===== config.mk =====
export PLATFORM = sky130hd
export DESIGN_NAME = sync_ser_tx
export DESIGN_NICKNAME = d
export VERILOG_FILES = /design/src/rtl/sync_ser_tx.sv
export SDC_FILE = /design/constraint.sdc
export NUM_CORES = 1
export LEC_CHECK = 0
export BUFFER_PORTS_ARGS = -buffer_cell sky130_fd_sc_hd__buf_4
export CORE_ASPECT_RATIO = 1.4
export CORE_UTILIZATION = 30
export CTS_CLUSTER_SIZE = 8
export DETAILED_ROUTE_END_ITERATION = 10
export MAX_ROUTING_LAYER = met4
export SYNTH_ARGS = -nofsm -noshare
export SYNTH_HDL_FRONTEND = slang
export SYNTH_SLANG_ARGS = --single-unit

===== constraint.sdc =====
create_clock -name clk -period 3 [get_ports clk]
set_input_delay 0.3 -clock clk [delete_from_list [all_inputs] [get_ports clk]]
set_output_delay 0.3 -clock clk [all_outputs]
set_load 0.02 [all_outputs]

===== src/rtl/sync_ser_tx.sv =====
module sync_ser_tx #(
  parameter int DATA_W      = 8,
  parameter int DIV_W       = 8,
  parameter int SYNC_STAGES = 2
) (
  input  logic              clk,
  input  logic              rst_n,
  input  logic              tx_en,
  input  logic              master,
  input  logic              cpol,
  input  logic              cpha,
  input  logic [DIV_W-1:0]  half_div,
  input  logic              wr_stb,
  input  logic [DATA_W-1:0] wr_data,
  input  logic              ovr_err,
  input  logic              ie_empty,
  input  logic              ie_end,
  input  logic              sck_in,
  output logic              sck_out,
  output logic              sck_oe,
  output logic              sdo,
  output logic              empty_flag,
  output logic              end_flag,
  output logic              irq_empty,
  output logic              irq_end
);
  localparam int EDGES  = 2 * DATA_W;
  localparam int EDGE_W = $clog2(EDGES + 1);
  localparam logic [EDGE_W-1:0] LAST_EDGE = EDGE_W'(EDGES);

  logic [DATA_W-1:0]      hold_q, shf_q;
  logic                   empty_q, end_q, active_q, sck_q, sdo_q, slv_prev_q;
  logic [EDGE_W-1:0]      edge_q;
  logic [DIV_W-1:0]       hcnt_q;
  logic [SYNC_STAGES-1:0] sync_q;

  logic [DIV_W-1:0]  half_eff;
  logic [EDGE_W-1:0] edge_nx;
  logic hit, slv_edge, tick, last, can_go, start, reload, chg;

  assign half_eff = (half_div == '0) ? DIV_W'(1) : half_div;
  assign hit      = hcnt_q == half_eff - DIV_W'(1);
  assign slv_edge = sync_q[SYNC_STAGES-1] ^ slv_prev_q;
  assign tick     = active_q & (master ? hit : slv_edge);
  assign edge_nx  = edge_q + EDGE_W'(1);
  assign last     = tick && (edge_nx == LAST_EDGE);
  assign can_go   = tx_en && !ovr_err && !empty_q;
  assign start    = !active_q && can_go;
  assign reload   = last && can_go;
  assign chg      = cpha ? (!edge_nx[0] && !last) : edge_nx[0];

  always_ff @(posedge clk or negedge rst_n) begin
    if (!rst_n) begin
      hold_q     <= '0;
      shf_q      <= '0;
      empty_q    <= 1'b1;
      end_q      <= 1'b0;
      active_q   <= 1'b0;
      sck_q      <= 1'b1;
      sdo_q      <= 1'b1;
      slv_prev_q <= 1'b0;
      edge_q     <= '0;
      hcnt_q     <= '0;
      sync_q     <= '0;
    end else begin
      sync_q     <= {sync_q[SYNC_STAGES-2:0], sck_in};
      slv_prev_q <= sync_q[SYNC_STAGES-1];
      if (active_q && master) hcnt_q <= hit ? '0 : hcnt_q + DIV_W'(1);
      if (!active_q) sck_q <= cpol;
      if (tick) begin
        edge_q <= edge_nx;
        if (master) sck_q <= ~sck_q;
        if (chg) begin
          sdo_q <= shf_q[0];
          shf_q <= shf_q >> 1;
        end
      end
      if (start || reload) begin
        active_q <= 1'b1;
        edge_q   <= '0;
        hcnt_q   <= '0;
        empty_q  <= 1'b1;
        if (cpha) begin
          sdo_q <= hold_q[0];
          shf_q <= hold_q >> 1;
        end else begin
          shf_q <= hold_q;
        end
      end else if (last) begin
        active_q <= 1'b0;
        edge_q   <= '0;
        if (empty_q) end_q <= 1'b1;
      end
      if (wr_stb) begin
        hold_q  <= wr_data;
        empty_q <= 1'b0;
        end_q   <= 1'b0;
      end
    end
  end

  assign sck_out    = sck_q;
  assign sck_oe     = master;
  assign sdo        = sdo_q;
  assign empty_flag = empty_q;
  assign end_flag   = end_q;
  assign irq_empty  = empty_q & ie_empty;
  assign irq_end    = end_q & ie_end;

  assert_wr_clears_R2: assert property (@(posedge clk) disable iff (!rst_n)
    wr_stb |=> (!empty_flag && !end_flag));
  assert_empty_fall_src_R2: assert property (@(posedge clk) disable iff (!rst_n)
    $fell(empty_flag) |-> $past(wr_stb));
  assert_ovr_block_R10: assert property (@(posedge clk) disable iff (!rst_n)
    (!active_q && ovr_err) |=> !active_q);
  assert_en_block_R11: assert property (@(posedge clk) disable iff (!rst_n)
    (!active_q && !tx_en) |=> !active_q);
  assert_end_needs_empty_R8: assert property (@(posedge clk) disable iff (!rst_n)
    $rose(end_flag) |-> empty_flag);
  assert_sck_rest_R5: assert property (@(posedge clk) disable iff (!rst_n)
    ($rose(end_flag) && master) |-> (sck_out == cpol));
  assert_edge_bound_R3: assert property (@(posedge clk) disable iff (!rst_n)
    active_q |-> (edge_q < LAST_EDGE));
endmodule


==> results of run 1 <==
==> layer usage <==
| metal | up-vias | track usage (%) | part of all wire [%] | routed length (um) |
|---|---|---|---|---|
| li1 | 841 | - | - | - |
| met1 | 839 | 15.1 | 43 | 2030 |
| met2 | 37 | 24.6 | 52 | 2470 |
| met3 | 8 | 2.44 | 3.2 | 152 |
| met4 | 0 | 6.53 | 2.4 | 112 |
| met5 | - | - | 0 | 0 |
==> logic make-up (layout without fill, tap and decap cells) <==
| family | count (synthesis) | count (layout) | share of synthesized area, % |
|---|---|---|---|
| adders and majority gates | 3 | 3 | 1.71 |
| buffers and inverters | 16 | 73 | 4.62 |
| muxes | 34 | 34 | 17.1 |
| AOI/OAI and AO/OA | 32 | 32 | 10.7 |
| DFF | 37 | 37 | 42.4 |
| and+or+nand+nor | 72 | 72 | 17.4 |
| xor gates and xnor gates | 15 | 15 | 5.99 |
==> metrics by stage <==
stage | cell area [um2] | util [%] | total power, uW | setup WS [ns] | TNS [ns]
floorplan | 2210 | - | 1160 | -0.194 | -1.01
global placement | 2660 | 37.8 | 1320 | -0.347 | -4.84
detailed placement | 2660 | 37.8 | 1350 | -0.420 | -6.68
CTS | 2790 | 39.7 | 1810 | -0.000780 | -0.000780
global route | 2850 | 40.6 | 1930 | -0.126 | -0.612
finish | 2850 | 40.6 | 1810 | -0.0316 | -0.0316
==> cell type report <==
cell class / count / area share [%]
Clock buffer: 7 / 3.03
Clock inverter: 1 / 1.05
Inverter: 8 / 1.05
Multi-Input combinational cell: 156 / 42.5
Sequential cell: 37 / 32.6
Tap cell: 95 / 4.17
Timing Repair Buffer: 57 / 15.6
==> final timing paths <==
| path | endpoint | slack, ns | cells after the start |
|---|---|---|---|
| max | shf_q[6]$_DFFE_PN0P_ | -0.03 | 13 |
| min | sync_q[0]$_DFF_PN0_ | 0.11 | 1 |
| max reg2reg | shf_q[6]$_DFFE_PN0P_ | 0.38 | 8 |
| min reg2reg | sync_q[1]$_DFF_PN0_ | 0.35 | 0 |
| max in group asynchronous | sck_out$_DFF_PN1_ | 2.13 | 2 |
| min in group asynchronous | hold_q[4]$_DFFE_PN0P_ | 0.51 | 2 |
==> registers in the layout, indices dropped and copies added, names as in the netlist <==
signal      flops
hcnt_q          8
hold_q          8
shf_q           8
edge_q          5
sync_q          2
active_q        1
empty_flag      1
end_flag        1
sck_out         1
sdo             1
slv_prev_q      1
==> worst register-to-register path: cells and delay by family (launching register included) <==
family	cells	cell delay, ns
AOI/OAI and AO/OA	4	0.76
and+or+nand+nor	2	0.70
muxes	2	0.56
DFF	1	0.48
==> synth_stat cells, drive strengths merged, types with 2 or more instances <==
cell	count	area (um2)
a211oi	6	45.0
nand2	13	48.8
a21oi	11	77.6
nand2b	2	12.5
dfrtp	34	851
nand3	4	20.0
mux2i	15	150
and2	5	33.8
xor2	7	61.3
buf	6	63.8
nor2b	5	31.3
nor3	3	15.0
xnor2	8	70.1
o21ai	6	30.0
nor2	27	101
dfstp	3	78.8
ha	3	37.5
or3b	2	17.5
clkbuf	2	7.51
or2	2	12.5
nand4	3	18.8
mux2	19	225
inv	8	30.0
==> power by group <==
part,total (uW),switching (uW),internal (uW)
sequential,770,134,636
clock,450,179,271
combinational,587,269,318
total,1810,582,1230
==> what timing repair did <==
item                                    CTS  global route
endpoints found under the setup margin    8            15
hold buffers                              1             0
resized for setup                         2            11
pin swaps                                 1             1
buffers inserted                          0             3
hold endpoints to repair                 34             0
==> metrics list, run 1 <==
- Sequential-to-total area share from yosys stat: 42.4%
- The final layout contains 295 nets.
- Effective utilization at floorplan: 31.2%
* Pins over their slew limit: 0
- The largest individual stage delay along the critical path comes from the cell sky130_fd_sc_hd__or4b_4.
- Htree depth: 2
- Wire per inst: 13.2 um
- For this run, asynchronously set or reset flops after synthesis account for 100%.
- Ratio of final minimum period to clock period: 101%
- Violations in the final reports: negative setup slack
- Number of instances in the synthesized netlist: 209
* Die height: 103 um
* Row count: 36
* Max_cap viols: 0
- IO Pins: 34
- Setup slack after layout: -0.0316 ns
- Input/output buffers: 33
* Number of buffers inserted during clock tree synthesis: 5
- The tightest min-delay check is of the in2reg type.
* Layout filler cell count: 744
- The number of global-route vias before repair was 1,764.
* Commonest non-fill, non-tap cell in the layout: sky130_fd_sc_hd__buf_4
* Total power density per cell area: 634 mW/mm2
- Diode count: 0
* Peak fanout along the critical path: 3
- Total die area: 0.00766 mm2
* Delay of the slowest critical-path stage: 0.57 ns
- Pin count of the biggest net entering global routing: 38
- The number of antenna violations at the first check in global routing came to 0.
- Number of placed instances, taps included: 349
* Final wirelength: 4.76 mm
- Routed via count: 1,725
- Most used flip-flop cell after synthesis: sky130_fd_sc_hd__dfrtp_1
- Clock latency reported for the late side of the worst-skew pair: 0.29 ns
* Hold violation total from the final report: 0
- Slew at the pin closest to its max-slew limit: 0.833 ns
- In this run the static leakage power is 0.00126 uW.
- Startpoint type of the worst setup path: primary input
- Crit path required time: 3.18 ns
* Routability Congestion: 0.770
- The multi-input combinational cells in the finished layout cover a total of 0.00121 mm2.
- Setup crit start: half_div[5]
* Crit path max-delay family: simple AND/OR/NAND/NOR gates
- Worst Hold Margin: 0.106 ns
- Maximum vdd drop: 0.000403 V
- The run finished, with violations left.
* CP cell instances: buf_8, nor4_4, and2_4, nor2_2, ha_1, xnor2_1, a221o_1, nor3_2, o311ai_2, or4b_4, a21oi_4, mux2_4, mux2_4
- Netlist area before placement: 0.00219 mm2
* Number of iterations in the first detailed-routing pass: 4
* Clock root cell: sky130_fd_sc_hd__clkbuf_8
- Number of nets in the synthesized netlist: 239
- TritonCTS clock tree: built
- At the worst endpoint, the arrival time is 3.21 ns.
* Via-per-instance ratio: 4.78
* Maximum clock insertion buffer count: 2
- Post-synthesis sequential element count: 37
* Sequential Area: 930 um2
* Layout overhead on the synthesized area: 30.1%
* Worst relative slew slack: 43.9%
* Total number of clock tree sinks: 37
- RSZ-0062 raised after global routing: true
* Mean instance size in the synthesized netlist: 10.5 um2
- Peak Freq: 330 MHz
* Congestion Overflow GR: 0
- Final HPWL from detailed placement: 3.55 mm
* Critical path buffers and inverters: 1
* Path type of the worst setup path: in2reg
- Clock-pin slew was measured on the worst setup and hold paths at 0.08 ns.
- Fraction of final layout cells with drive strength greater than 1: 38.3%
* Number of cells in the finished layout apart from fillers: 361
- DRC violation total after the first TritonRoute iteration: 29
- Core region area: 0.00703 mm2
* Top library cells by usage in the layout, fill and taps aside: sky130_fd_sc_hd__buf_4 (53), sky130_fd_sc_hd__dfrtp_1 (34), sky130_fd_sc_hd__nor2_1 (26)
- For this run, design rule violations remaining after detail routing come to 0.
- Global-route wire length before repair: 7.82 mm
* Count of warnings emitted by yosys: 0
- In this run the critical register-to-register path is launched from hcnt_q[0]$_DFFE_PN0P_.
- Once detail routing completed, the nets flagged for antenna violations numbered 0.
- The smallest clock period supported by the final layout is computed as 3.03 ns.
* Crit path capture type: register
- Across every metal layer, demand over resource in global routing totals 14.0%.
- Critical Path Most Common Cell: sky130_fd_sc_hd__mux2_4
- Die Width: 74.2 um
- Yosys mapped the design onto 45 distinct sky130hd cell types.
- The worst hold path begins at sck_in.
- Worst Clk Skew: 0.00639 ns
* Setup-violating endpoint count in the final report: 1
- Number of enable flip-flop cells after synthesis: 0
Power figures use the tool's default switching activity.
==> inputs of run 2 (changes only) <==
- TNS_END_PERCENT: not set -> 50
==> metrics list, run 2 (synthesized netlist as in run 1, its figures left out) <==
* Pins over their slew limit: 0
- Measured along the y axis, the die boundary spans 103 um.
* Layout overhead on the synthesized area: 26.7%
- Setup repair after global routing could not meet its margin everywhere.
* Crit path capture type: register
- Measured against its own limit, the worst slew margin works out to 48.2%.
- The first detailed-routing pass ran for 4 iterations.
- The number of global-route vias before repair was 1,739.
* Setup-violating endpoint count in the final report: 0
- The clock reaches the later pin of the worst-skew pair after 0.28 ns.
- Diode count: 0
* Antenna violations before repair: 0
- Peak fanout along the critical path: 3
- Row count: 36
* Input/output buffers: 33
- Clock root cell: sky130_fd_sc_hd__clkbuf_8
* Slew at the pin closest to its max-slew limit: 0.769 ns
* Startpoint type of the worst setup path: primary input
- The routed design could run at a clock period as short as 3.00 ns.
- Global-route wire length before repair: 7.57 mm
- Number of placed instances, taps included: 347
* IO Pins: 34
- The global routing stage identified its most utilized layer as met2.
- Data on the critical path arrives at its endpoint at 3.17 ns.
- After detailed routing, the average wire length per cell comes to 13.0 um.
- LEAKAGE: 0.00121 uW
- For met1 alone, demand over resource in global routing was 14.3%.
- Register clock-pin slew on the reported worst setup and hold paths: 0.07 ns
* Die Width: 74.2 um
- For the worst setup path, the data required time is 3.17 ns.
- The final layout contains 290 nets.
- Entering global routing, the biggest net connects 38 pins.
* Htree depth: 2
* Global routing usage on met3: 2.05%
- Final wirelength: 4.61 mm
- The tree built by TritonCTS fans out to 37 sinks.
* Number of buffers inserted during clock tree synthesis: 5
- Path type of the worst setup path: in2reg
- The floorplan step defined a core boundary enclosing 0.00703 mm2.
- DRC errors left: 0
- Ratio of final minimum period to clock period: 100%
- Routed via count: 1,701
- Number of cells in the finished layout apart from fillers: 355
* Congestion Overflow GR: 0
- The worst hold path belongs to the class in2reg.
* Final cell utilization of the core: 39.5%
* Hold violation total from the final report: 0
* Routability Congestion: 0.751
* Total die area: 0.00766 mm2
* Commonest non-fill, non-tap cell in the layout: sky130_fd_sc_hd__buf_4
* TritonCTS clock tree: built
- Using the TritonRoute via totals, the vias-per-cell ratio works out to 4.79.
- Setup total negative slack on the finished layout was measured at 0 ns.
- The initial utilization of the core area, before any placement, comes to 31.2%.
- On the final layout, the worst clock skew is 0.00478 ns.
* Maximum vdd drop: 0.000325 V
- Peak Freq: 333 MHz
- Remaining antenna violation count after routing: 0
- Max_cap viols: 0
* Fraction of final layout cells with drive strength greater than 1: 36.5%
* Total Routing Usage GR: 13.4%
- Power comes to 1690 uW.
* Total power density per cell area: 607 mW/mm2
* Met2 layer usage reported by global route: 24.3%
- DRC violation total after the first TritonRoute iteration: 26
- The run finished with clean final reports.
* Maximum clock insertion buffer count: 2
- Top library cells by usage in the layout, fill and taps aside: sky130_fd_sc_hd__buf_4 (48), sky130_fd_sc_hd__dfrtp_1 (34), sky130_fd_sc_hd__nor2_1 (26)
* Top flop regs: hcnt_q (8), hold_q (8), shf_q (8)
- Once detailed placement completed, the half-perimeter wirelength came to 3.53 mm.
## run 2: changes by cell type in the layout (fill, tap and decap cells not counted), sizes merged
cell,previous run,this run
buf,56,51
bufinv,1,0
## run 2: what timing repair did
action                                  in CTS  in global routing
pin swaps                                    1                  0
hold buffers                                 1                  0
buffers inserted                             0                  0
resized for setup                            2                  9
endpoints found under the setup margin       8                 14
hold endpoints to repair                    34                  0
## run 2: layer usage
layer | part of all wire (%) | up-vias
li1 | - | 826
met4 | 1.9 | 0
met1 | 42 | 827
met5 | 0 | -
met2 | 53 | 37
met3 | 2.9 | 11
## run 2: path summary, 6_finish.rpt
| path | startpoint | endpoint | slack (ns) | cells past startpoint |
|---|---|---|---|---|
| worst max register to register | hcnt_q[0]$_DFFE_PN0P_ | shf_q[6]$_DFFE_PN0P_ | 0.40 | 8 |
| worst min register to register | sync_q[0]$_DFF_PN0_ | sync_q[1]$_DFF_PN0_ | 0.36 | 0 |
| min in group asynchronous | rst_n | shf_q[2]$_DFFE_PN0P_ | 0.51 | 2 |
| max in group asynchronous | rst_n | empty_flag$_DFFE_PN1P_ | 2.14 | 2 |
| worst max-delay path | half_div[5] | shf_q[6]$_DFFE_PN0P_ | 0.0008 | 13 |
| worst min-delay path | sck_in | sync_q[0]$_DFF_PN0_ | 0.12 | 1 |
## run 2: final cells by class
cell class / instances / area (um2)
repair buffers: 52 / 408
fillers: 738 / 4250
flip-flops and latches: 37 / 930
clock buffers: 7 / 86.3
inverters: 8 / 30.0
well taps: 95 / 119
multi-input cells: 156 / 1200
## run 2: critical path, stage by stage
cell and delay, ns:
sky130_fd_sc_hd__buf_8 0.10, sky130_fd_sc_hd__nor4_4 0.29, sky130_fd_sc_hd__and2_4 0.20, sky130_fd_sc_hd__nor2_2 0.03, sky130_fd_sc_hd__ha_1 0.28, sky130_fd_sc_hd__xnor2_1 0.12, sky130_fd_sc_hd__a221o_1 0.27, sky130_fd_sc_hd__nor3_2 0.13
sky130_fd_sc_hd__o311ai_2 0.14, sky130_fd_sc_hd__or4b_4 0.56, sky130_fd_sc_hd__a21oi_4 0.18, sky130_fd_sc_hd__mux2_4 0.31, sky130_fd_sc_hd__mux2_4 0.26
## run 2: power breakdown
group	switching (uW)	internal (uW)	total (uW)	leakage, uW
Clock	164	182	346	0.0000443
Sequential	129	637	765	0.000455
Combinational	264	312	576	0.000712
Total	556	1130	1690	0.00121
## run 2: through the flow
stage	hold slack, ns	area [um2]	setup WS, ns
6_report	0.122	2780	0.000817
5_1_grt	0.105	2780	-0.145
4_1_cts	0.111	2740	-0.0227
3_5_place_dp	0.298	2640	-0.407
3_3_place_gp	0.292	2640	-0.352
2_1_floorplan	0.00441	2210	-0.194
